`src/rtl/sb_pkg.sv`:
```
package sb_pkg;
  typedef enum logic [2:0] {
    U_EXEC  = 3'd0,
    U_CMP   = 3'd1,
    U_MAC   = 3'd2,
    U_CTI   = 3'd3,
    U_LOAD  = 3'd4,
    U_STORE = 3'd5,
    U_RSV6  = 3'd6,
    U_RSV7  = 3'd7
  } unit_e;

  // which operand slots a unit class reads for hazard purposes
  function automatic logic reads_src0(unit_e u);
    return (u == U_EXEC) || (u == U_CMP) || (u == U_MAC) || (u == U_CTI);
  endfunction

  function automatic logic reads_src1(unit_e u);
    return (u == U_EXEC) || (u == U_CMP) || (u == U_MAC);
  endfunction
endpackage

```
`src/rtl/sb_src_check.sv`:
```
module sb_src_check #(
  parameter int NREG = 16,
  localparam int RW = $clog2(NREG)
) (
  input  logic            slot_en,
  input  logic            src_vld,
  input  logic [RW-1:0]   src_idx,
  input  logic [NREG-1:0] pend_mask,
  output logic            hit
);
  always_comb begin
    hit = slot_en && src_vld && pend_mask[src_idx];
  end
endmodule

```
`src/rtl/sb_sat_ctr.sv`:
```
module sb_sat_ctr #(
  parameter int W     = 32,
  parameter int AMT_W = 3
) (
  input  logic             clk,
  input  logic             rst,
  input  logic             inc_en,
  input  logic [AMT_W-1:0] inc_amt,
  output logic [W-1:0]     q
);
  localparam logic [W:0] MAXV = {1'b0, {W{1'b1}}};

  logic [W:0] sum;

  always_comb begin
    sum = {1'b0, q} + (W+1)'(inc_amt);
  end

  always_ff @(posedge clk) begin
    if (rst) begin
      q <= '0;
    end else if (inc_en) begin
      q <= (sum > MAXV) ? {W{1'b1}} : sum[W-1:0];
    end
  end

  // totals never wrap back to a smaller value
  assert_no_wrap_R10: assert property (@(posedge clk) disable iff (rst)
    inc_en |=> q >= $past(q));

  // no increment, no movement
  assert_hold_idle_R2: assert property (@(posedge clk) disable iff (rst)
    !inc_en |=> $stable(q));
endmodule

```
`src/rtl/ldstall_scoreboard.sv`:
```
module ldstall_scoreboard #(
  parameter int NREG   = 16,
  parameter int CNT_W  = 32,
  parameter int LD_PEN = 2,
  parameter int BR_PEN = 2,
  localparam int RW    = $clog2(NREG),
  localparam int CW    = $clog2(2*LD_PEN + BR_PEN + 1)
) (
  input  logic             clk,
  input  logic             rst,
  input  logic             in_valid,
  output logic             in_ready,
  input  logic [2:0]       in_unit,
  input  logic [RW-1:0]    in_src0,
  input  logic             in_src0_vld,
  input  logic [RW-1:0]    in_src1,
  input  logic             in_src1_vld,
  input  logic [RW-1:0]    in_dst,
  input  logic             in_taken,
  output logic             res_valid,
  output logic [CW-1:0]    res_cycles,
  output logic [CNT_W-1:0] load_stall_total,
  output logic [CNT_W-1:0] branch_stall_total,
  output logic [CNT_W-1:0] taken_count,
  output logic [CNT_W-1:0] untaken_count
);
  import sb_pkg::*;

  localparam int NSRC = 2;

  unit_e           ucls;
  logic            accept;
  logic [NREG-1:0] hazard_mask;
  logic [NSRC-1:0] slot_en, slot_vld, slot_hit;
  logic [RW-1:0]   slot_idx [NSRC];
  logic [CW-1:0]   ld_cyc, br_cyc;
  logic            is_taken, is_untaken;

  assign in_ready = 1'b1;
  assign accept   = in_valid;
  assign ucls     = unit_e'(in_unit);

  assign slot_en[0]  = reads_src0(ucls);
  assign slot_en[1]  = reads_src1(ucls);
  assign slot_vld[0] = in_src0_vld;
  assign slot_vld[1] = in_src1_vld;
  assign slot_idx[0] = in_src0;
  assign slot_idx[1] = in_src1;

  for (genvar g = 0; g < NSRC; g++) begin : g_src
    sb_src_check #(.NREG(NREG)) chk_i (
      .slot_en  (slot_en[g]),
      .src_vld  (slot_vld[g]),
      .src_idx  (slot_idx[g]),
      .pend_mask(hazard_mask),
      .hit      (slot_hit[g])
    );
  end

  always_comb begin
    ld_cyc = '0;
    for (int i = 0; i < NSRC; i++) begin
      if (slot_hit[i]) ld_cyc = ld_cyc + CW'(LD_PEN);
    end
    is_taken   = (ucls == U_CTI) && in_taken;
    is_untaken = (ucls == U_CTI) && !in_taken;
    br_cyc     = is_taken ? CW'(BR_PEN) : '0;
  end

  always_ff @(posedge clk) begin
    if (rst) begin
      hazard_mask <= '0;
      res_valid   <= 1'b0;
      res_cycles  <= '0;
    end else begin
      res_valid <= accept;
      if (accept) begin
        res_cycles  <= ld_cyc + br_cyc;
        hazard_mask <= (ucls == U_LOAD) ? (NREG'(1) << in_dst) : '0;
      end
    end
  end

  sb_sat_ctr #(.W(CNT_W), .AMT_W(CW)) ld_tot_i (
    .clk(clk), .rst(rst), .inc_en(accept), .inc_amt(ld_cyc), .q(load_stall_total));

  sb_sat_ctr #(.W(CNT_W), .AMT_W(CW)) br_tot_i (
    .clk(clk), .rst(rst), .inc_en(accept && is_taken), .inc_amt(CW'(BR_PEN)),
    .q(branch_stall_total));

  sb_sat_ctr #(.W(CNT_W), .AMT_W(CW)) tk_cnt_i (
    .clk(clk), .rst(rst), .inc_en(accept && is_taken), .inc_amt(CW'(1)),
    .q(taken_count));

  sb_sat_ctr #(.W(CNT_W), .AMT_W(CW)) ut_cnt_i (
    .clk(clk), .rst(rst), .inc_en(accept && is_untaken), .inc_amt(CW'(1)),
    .q(untaken_count));

  // a non-load instruction leaves nothing pending for its successor
  assert_mask_replace_R3: assert property (@(posedge clk) disable iff (rst)
    (accept && ucls != U_LOAD) |=> hazard_mask == '0);

  // result strobe follows acceptance by exactly one cycle
  assert_res_pulse_R2: assert property (@(posedge clk) disable iff (rst)
    !accept |=> !res_valid);

  // loads, stores and reserved codes are free
  assert_free_units_R8: assert property (@(posedge clk) disable iff (rst)
    (accept && in_unit >= 3'd4) |=> res_cycles == '0);

  // an untaken transfer never touches the branch stall total
  assert_untaken_nostall_R7: assert property (@(posedge clk) disable iff (rst)
    (accept && is_untaken) |=> $stable(branch_stall_total));

  // an idle cycle keeps the pending registers
  assert_idle_keep_R3: assert property (@(posedge clk) disable iff (rst)
    !accept |=> $stable(hazard_mask));
endmodule

```
`config.mk`:
```
export PLATFORM = sky130hd
export DESIGN_NAME = ldstall_scoreboard
export DESIGN_NICKNAME = d
export VERILOG_FILES = /design/src/rtl/sb_pkg.sv /design/src/rtl/sb_src_check.sv /design/src/rtl/sb_sat_ctr.sv /design/src/rtl/ldstall_scoreboard.sv
export SDC_FILE = /design/constraint.sdc
export NUM_CORES = 1
export LEC_CHECK = 0
export CORE_MARGIN = 1
export CORE_UTILIZATION = 58
export CTS_CLUSTER_DIAMETER = 40
export DETAILED_ROUTE_END_ITERATION = 10
export GPL_ROUTABILITY_DRIVEN = 0
export HOLD_SLACK_MARGIN = 0.03
export PLACE_DENSITY = 0.87
export SLEW_MARGIN = 25
export SYNTH_ARGS = -nofsm -noshare
export SYNTH_HDL_FRONTEND = slang
export SYNTH_SLANG_ARGS = --single-unit
```
`constraint.sdc`:
```
create_clock -name clk -period 12.09 [get_ports clk]
set_input_delay 3.627 -clock clk [delete_from_list [all_inputs] [get_ports clk]]
set_output_delay 3.627 -clock clk [all_outputs]
set_load 0.02 [all_outputs]
```
== Yosys cells after proc, flatten, opt, wreduce, memory -nomap -nowiden ==
Cells that the tools add are included.

* Output and inout bits: 133
* Logic and storage cells: 49
* Register bits: 148
* Bits of input ports: 21

* Reduce and logical (&&, ||, !) cells: 13
* Eq/ne operators: 4
* $add $sub $neg: 6
* Multiplexer cells: 12
* Magnitude comparators: 6
* Shift operators: 1

{| class="wikitable"
|+ Operators by type and width
! operator !! number
|-
| $gt 33x32->1 const B || 4
|-
| $mux 32 || 4
|-
| $add 32x1->33 const B || 2
|-
| $add 32x2->33 const B || 1
|-
| $add 32x3->33 || 1
|-
| $mux 16 || 1
|-
| $shl 1x4->16 const A || 1
|-
| $lt 4x5->1 const B || 2
|-
| $bmux 1 s4 || 2
|-
| $logic_and 1x1->1 || 8
|-
| $eq 3x2->1 const B || 2
|-
| $mux 2 || 2
|-
| $add 3x2->3 || 1
|-
| $add 3x2->3 const B || 1
|-
| $eq 3x1->1 const B || 1
|-
| $eq 3x3->1 const B || 1
|-
| $logic_not 3->1 || 1
|-
| $logic_or 1x1->1 || 3
|-
| $mux 3 || 1
|-
| $mux 1 || 2
|-
| $logic_not 1->1 || 1
|}

== Longest topological paths before layout ==
Gate-level depths: netlist of run 1.

* Word-level depth: 12
* Depth in mapped cells: 15
* Depth with buffers taken out: 14

== By module ==
Synthesis of run 1 repeated with hierarchy kept, for this count alone.

* Cells, all modules: 1011
* Area total of the unflattened synthesis: 8553.2 µm²

{| class="wikitable"
|+ By module, submodules not included
! module !! instances !! cells an instance !! area an instance (µm²)
|-
| sb_sat_ctr || 4 || 221 || 1858.0
|-
| ldstall_scoreboard || 1 || 95 || 823.3
|-
| sb_src_check || 2 || 16 || 148.9
|}

== Worst setup path before layout of run 1 ==
No wires, ideal clock.

* Kind: in2reg
* Start point: in in_src0[0]
* End point: reg ld_tot_i.q[29]
* Slack: 5.142 ns
* Cell stages on the path: 15
* Data arrival time: 6.820 ns
* Buffers on the path: 1
* Path through: mux4_2 -> mux4_2 -> and3b_1 -> ha_1 -> ha_1 -> fa_1 -> and3_1 -> and3_1 -> clkbuf_1 -> nand3_1 -> nor3_1 -> and3_1 -> nand3_1 -> mux2i_1 -> nor2_1

* Cells in the longest elaborated chain, start to end: 9

{| class="wikitable"
|+ RTL lines
! element !! RTL line !! source
|-
| start, declared || ldstall_scoreboard.sv:14 || <nowiki>input logic [RW-1:0] in_src0,</nowiki>
|-
| $bmux 1 s4 (*) || sb_src_check.sv:12 || <nowiki>hit = slot_en && src_vld && pend_mask[src_idx];</nowiki>
|-
| $mux 1 (not written as such) (*) || sb_src_check.sv:12 ||
|-
| $logic_and 1x1->1 (*) || sb_src_check.sv:12 ||
|-
| $mux 2 (*) || ldstall_scoreboard.sv:63 || <nowiki>if (slot_hit[i]) ld_cyc = ld_cyc + CW'(LD_PEN);</nowiki>
|-
| $add 3x2->3 || ldstall_scoreboard.sv:63 ||
|-
| $mux 3 (*) || ldstall_scoreboard.sv:63 ||
|-
| $add 32x3->33 (*) || sb_sat_ctr.sv:16 || <nowiki>sum = {1'b0, q} + (W+1)'(inc_amt);</nowiki>
|-
| $gt 33x32->1 || sb_sat_ctr.sv:23 || <nowiki>q <= (sum > MAXV) ? {W{1'b1}} : sum[W-1:0];</nowiki>
|-
| $mux 32 (*) || sb_sat_ctr.sv:23 ||
|-
| end signal, assigned || sb_sat_ctr.sv:23 ||
|-
| end, declared || sb_sat_ctr.sv:9 || <nowiki>output logic [W-1:0] q</nowiki>
|}

Every way passes the cells marked *; elsewhere a longest branch is shown, timed or not. The select of a mux whose other input is x is not followed.
A chain may end at the register's enable or synchronous reset.

== Worst setup path after layout of run 1 ==
* Start point: in in_src1[0]
* End point: reg ld_tot_i.q[27]

* Cells in the longest elaborated chain, start to end: 7

{| class="wikitable"
|+ RTL lines
! element !! RTL line !! source
|-
| start, declared || ldstall_scoreboard.sv:16 || <nowiki>input logic [RW-1:0] in_src1,</nowiki>
|-
| $bmux 1 s4 (*) || sb_src_check.sv:12 ||
|-
| $mux 1 (not written as such) (*) || sb_src_check.sv:12 ||
|-
| $logic_and 1x1->1 (*) || sb_src_check.sv:12 ||
|-
| $mux 3 (*) || ldstall_scoreboard.sv:63 ||
|-
| $add 32x3->33 (*) || sb_sat_ctr.sv:16 ||
|-
| $gt 33x32->1 || sb_sat_ctr.sv:23 ||
|-
| $mux 32 (*) || sb_sat_ctr.sv:23 ||
|}

Marks and branches as above.

==> results by group, run 1 <==
Timing
  • Normalized max-slew margin: 39.34%
  • Max Fclk: 0.1328 GHz
  • Setup violations, final: 0
  • Fin. max-slew vios: 0
  • Setup TNS: 0 ps
  • Final hold violation count: 0
  • Period Utilization, post-route: 62.28%
  • Final Critical Period: 7530 ps
  • RSZ-0062 raised after global routing: no
  • Final worst slack: 4560 ps
  • Setup Skew: 7.480 ps
  • Slew of the pin with the lowest slew margin: 909.9 ps

Pwr
  • Power per Cell Area: 99.62 nW/um2
  • Leakage: 0.003479 uW
  • Overall power: 1081 uW
  • VDD IR max: 0.1007 mV

Detailed routing
  • Initial DRC count: 1062
  • Drt drc: 0
  • Antenna viol nets, final: 0
  • Vias per cell: 6.615
  • Via count: 9320
  • Routed Wire Length: 25460 um
  • 1st-pass router iterations: 5
  • WL per Instance: 18.07 um

Synthesis
  • Yosys warns: 0
  • Area leader, netlist: dfxtp_1
  • Netlist cell types: 71
  • Post-synth top cells: dfxtp_1, nor2_1, nand2_1, nor3_1
  • Synth Net Count: 1140
  • Syn Std Cell Area: 8725 um2
  • Post-synth top area share: 33.73%
  • Post-synth ARST share: 0%
  • Cells after synthesis: 1108
  • Mean Syn Cell Area: 7.874 um2
  • Primary FF master, synth: dfxtp_1
  • Seq/Total Area, Yosys: 33.73%
  • Synth area leaders: dfxtp_1, nor2_1, nor3_1, nand3_1, and3_1
  • Yosys reg bits: 147
  • Most numerous cell in the Yosys netlist: dfxtp_1
  • EDFF count, synth: 0

Setup path
  • Critical path class: in -> reg
  • Buf/Inv on CP: 1
  • Most frequent CP cell: and3_1
  • CP startpoint kind: primary input
  • CP cell instances: clkdlybuf4s50_1, mux4_2, mux4_2, and4b_1, ha_1, ha_1, fa_1, and3_1, and3_1, nand3_1, nor3_1, and3_1, nand3_1, xor2_1, a21oi_1
  • Worst-path maximum fanout: 6
  • Critical Path Sink Type: register
  • Required time worst endpoint: 12360 ps
  • Critical path data arrival time: 7800 ps
  • Critical-path top delay cell: clkdlybuf4s50_1
  • Crit-path max cell delay: 630 ps
  • Family with the most delay on the worst path: simple AND/OR/NAND/NOR gates

Placement
  • Placed Cells: 1377
  • Place WS: 4170 ps
  • Post-DP HPWL: 17040 um
  • I/O Buffers: 151

Clock network
  • Root Driver: clkbuf_16
  • TritonCTS clock tree: yes
  • Post-CTS sizing: 0
  • # hold bufs at CTS: 0
  • Htree depth: 4
  • Maximum root-to-sink buffer count: 2
  • Number of post-CTS setup repair buffers: 0
  • Clock Sinks: 147
  • TritonCTS Buffers: 17
  • Reg clk slew, reported paths: 60 ps
  • Clock latency at the later pin of the worst-skew pair: 430 ps

Floorplanning
  • Die Ht: 124.6 um
  • Top-level port count: 154
  • Core area: 14590 um2
  • Die ar.: 15540 um2
  • Initial core utilization: 59.80%
  • Core Rows: 44
  • Chip Width: 124.6 um

GRT
  • Grt ovf: 0
  • Largest net degree at the start of global routing: 87
  • Initial antenna violation count: 0
  • Vias in the first global route: 8287
  • Global Route Usage Sum: 32.15%
  • First-pass GRT wire length: 41440 um

Flow run
  • # Max-Cap Violations: 0

Cells and area
  • Area growth, synth to finish: 24.34%
  • Antenna diodes: 0
  • Layout Cells excl Fill: 1409
  • Fillers: 1117
  • Post-layout nets: 1245
  • Ratio of cells with drive above 1 in the final layout: 6.204%

Min path
  • Hold WC Path Type: reg -> reg

Status
  • Status: finished clean
==> through the flow <==
step / hold WS (ps) / area [um2] / util [%]
5_1_grt: 497.7 / 10850 / 74.36
3_5_place_dp: 441.8 / 10220 / 70.05
4_1_cts: 452.4 / 10810 / 74.13
6_report: 452.8 / 10850 / 74.36
2_1_floorplan: 461.7 / 8725 / -
3_3_place_gp: 436.8 / 10220 / 70.05
==> report_power, final <==
group | switching [uW] | leakage (uW) | internal (uW)
clock network | 205 | 0.000290 | 334
registers | 5.65 | 0.00119 | 488
logic | 28.4 | 0.00200 | 19.6
total | 239 | 0.00348 | 841
==> worst reg2reg max path: cells and delay by family, from the launching register on <==
| kind | cells | cell delay, ps |
|---|---|---|
| simple gates | 5 | 1880 |
| compound gates | 3 | 1220 |
| flops | 1 | 500 |
| fa+ha+maj | 1 | 380 |
==> sequential cells by signal, indices dropped and copies added, names as in the netlist <==
name,flops
res_valid,1
hazard_mask,16
res_cycles,2
br_tot_i.q,32
ld_tot_i.q,32
tk_cnt_i.q,32
ut_cnt_i.q,32
==> layer usage <==
layer  vias up  global-route usage (%)  share of wire, %
li1       4401                       -                 -
met1      4361                   42.36                42
met2       489                   51.97                47
met3        69                   6.959               8.5
met4         0                   10.91               2.2
met5         -                       0                 0
==> cell type report <==
class	count	area, um2	area share [%]
Clock buffer	22	464.2	4.279
Clock inverter	9	130.1	1.200
Inverter	33	123.9	1.142
Multi-Input combinational cell	855	5368	49.48
Sequential cell	147	2943	27.13
Tap cell	184	230.2	2.122
Timing Repair Buffer	159	1589	14.65
==> cells by family after synthesis <==
family,count (synthesis),synth area share [%]
AO/OA/AOI/OAI,265,21.28
XOR/XNOR,36,3.614
adder cells (fa/ha/maj),11,1.750
buffers and inverters,106,4.905
flip-flops,147,33.73
multiplexers,13,2.940
other,2,0.08608
AND/OR/NAND/NOR,528,31.69
==> cell usage in the layout, fill, tap and decap left out, drive strengths merged, types with 12 or more instances in the layout <==
cell / n
nor3: 75
a311oi: 19
a31oi: 24
nand2: 77
a211oi: 31
nand4: 40
and3: 49
clkdlybuf4s50: 150
dfxtp: 147
xnor2: 18
o21a: 14
inv: 33
xor2: 18
nor2: 123
nor4: 32
o21bai: 13
and2: 12
a22oi: 12
nand3: 63
a21oi: 59
o21ai: 30
clkbuf: 22
==> worst paths after layout <==
kind,to,slack [ps],depth (start not counted),start
worst min-delay path,ld_tot_i.q[0],450,2,ld_tot_i.q[0]
worst min register to register,ld_tot_i.q[0],450,2,ld_tot_i.q[0]
worst max register to register,tk_cnt_i.q[6],8010,9,tk_cnt_i.q[0]
worst max-delay path,ld_tot_i.q[27],4560,15,in_src1[0]
(Power assumes the default switching activity.)
==> run 2, diff against run 1 <==
Settings changed: CORE_UTILIZATION 58 to 54, PLACE_DENSITY 0.87 to 0.82.
Clock period 12.09 ns to 7.6 ns, I/O delays scaled along.
==> run 2 against run 1 <==
Compared with the run above:
- first-iteration DRC count is 0.85% higher
- flip-flop and latch count stayed put
- wire length is 0.49% higher
- clock skew is 0.78 ps higher
- sequential share of layout area hardly changed
- clock-buffer cell count is 4 lower
==> results by group, run 2 (synthesis results as in run 1) <==
Cells and area
  • Layout Cells excl Fill: 1442
  • Post-layout nets: 1245
  • Ratio of cells with drive above 1 in the final layout: 6.607%
  • Fillers: 1339
  • Commonest non-fill, non-tap cell in the layout: clkdlybuf4s50_1
  • Most frequent cells in the layout: clkdlybuf4s50_1, dfxtp_1, nor2_1, nand2_1, nor3_1
  • Area growth, synth to finish: 24.52%
  • Antenna diodes: 0

Timing
  • Setup TNS: 0 ps
  • Normalized max-slew margin: 32.19%
  • Final hold violation count: 0
  • Final worst slack: 1400 ps
  • Setup violations, final: 0
  • Final Critical Period: 6200 ps
  • RSZ-0062 raised after global routing: no
  • Setup Skew: 8.260 ps
  • Max Fclk: 0.1613 GHz
  • Slew of the pin with the lowest slew margin: 1017 ps
  • Fin. max-slew vios: 0
  • Period Utilization, post-route: 81.57%

Placement
  • Post-DP HPWL: 17290 um
  • Place WS: 1022 ps
  • Placed Cells: 1410
  • I/O Buffers: 151

Flow run
  • # Max-Cap Violations: 0

GRT
  • Largest net degree at the start of global routing: 82
  • Vias in the first global route: 8059
  • Initial antenna violation count: 0
  • Global Route Usage Sum: 30.61%
  • Grt ovf: 0
  • First-pass GRT wire length: 40940 um

Detailed routing
  • Vias per cell: 6.490
  • Antenna viol nets, final: 0
  • Drt drc: 0
  • 1st-pass router iterations: 5
  • WL per Instance: 17.74 um
  • Initial DRC count: 1071
  • Routed Wire Length: 25590 um
  • Via count: 9358

Floorplanning
  • Die Ht: 129.1 um
  • Core Rows: 46
  • Top-level port count: 154
  • Die ar.: 16670 um2
  • Initial core utilization: 55.12%
  • Chip Width: 129.1 um
  • Core area: 15830 um2

Min path
  • Hold WC Path Type: reg -> reg
  • HP Start: ld_tot_i.q[0]

Setup path
  • Crit-path max cell delay: 650 ps
  • FF-to-FF End: tk_cnt_i.q[13]
  • Stages on the worst setup path: 15
  • Worst Reg2Reg Path Length in Cells: 9
  • Critical-path top delay cell: clkdlybuf4s50_1
  • Required time worst endpoint: 7880 ps
  • Critical path origin: in_src1[0]
  • Reg2reg setup slack: 3310 ps
  • Family with the most delay on the worst path: simple AND/OR/NAND/NOR gates
  • Critical Path Sink Type: register
  • Worst Setup EP: ld_tot_i.q[27]
  • Buf/Inv on CP: 1
  • Critical path data arrival time: 6480 ps
  • Reg-to-Reg Start: tk_cnt_i.q[0]
  • Critical path class: in -> reg
  • Most frequent CP cell: and3_1
  • Worst-path maximum fanout: 6
  • CP cell instances: clkdlybuf4s50_1, mux4_2, mux4_2, and4b_1, ha_1, ha_1, fa_1, and3_1, and3_1, nand3_1, nor3_1, and3_1, nand3_1, xor2_1, a21oi_1
  • CP startpoint kind: primary input

Clock network
  • Htree depth: 4
  • Clock latency at the later pin of the worst-skew pair: 430 ps
  • Clock Sinks: 147
  • # hold bufs at CTS: 0
  • Maximum root-to-sink buffer count: 2
  • Root Driver: clkbuf_16
  • TritonCTS clock tree: yes
  • Post-CTS sizing: 0
  • Reg clk slew, reported paths: 70 ps
  • TritonCTS Buffers: 17
  • Number of post-CTS setup repair buffers: 0

Status
  • Status: finished clean

Pwr
  • Power per Cell Area: 157.1 nW/um2
  • VDD IR max: 0.1566 mV
  • Leakage: 0.003471 uW
## run 2: changes by cell type in the layout (fill, tap and decap cells not counted), sizes merged
cell / previous run / this run
inv: 33 / 38
bufinv: 3 / 2
clkinvlp: 1 / 2
clkbuf: 22 / 18
## run 2: stage by stage
stage	total power [uW]	hold slack (ps)	utilization, %	area [um2]
after floorplan	843.2	461.7	-	8725
after global placement	875.7	438.0	64.89	10270
after detailed placement	877.2	439.5	64.93	10280
after CTS	1711	449.2	68.64	10860
after global routing	1755	469.9	68.64	10860
final	1707	447.9	68.64	10860
## run 2: worst reg2reg max path: cells and delay by family, from the launching register on
family	cells	cell delay, ps
AO/OA/AOI/OAI	3	1300
adder cells (fa/ha/maj)	1	390
AND/OR/NAND/NOR	5	1990
flip-flops	1	520
## run 2: power by group
part           internal, uW  switching (uW)
clock                   495             351
sequential              776            9.24
combinational          30.8            45.2
total                  1300             406
## run 2: final cells by class
type	count	area (um2)	share of cell area (%)
Multi-Input combinational cell	855	5371	49.44
Sequential cell	147	2943	27.09
Timing Repair Buffer	159	1569	14.44
Clock buffer	18	439.2	4.042
Tap cell	216	270.3	2.488
Clock inverter	14	147.6	1.359
Inverter	33	123.9	1.140
## run 2: layer usage
metal,global-route usage [%],vias up,wire length [um]
met5,0,-,0
met4,11.63,0,714
met3,7.308,79,2122
met2,48.17,479,11900
met1,40.61,4392,10860
li1,-,4408,-
## run 2: worst min path at each step
stage | endpoint | depth (start not counted) | slack (ps)
final | ld_tot_i.q[0] | 2 | 450
after global routing | ld_tot_i.q[0] | 2 | 470
after CTS | ld_tot_i.q[0] | 2 | 450
after detailed placement | ld_tot_i.q[0] | 2 | 440
after global placement | ld_tot_i.q[0] | 2 | 440
after floorplan | hazard_mask[7] | 2 | 460
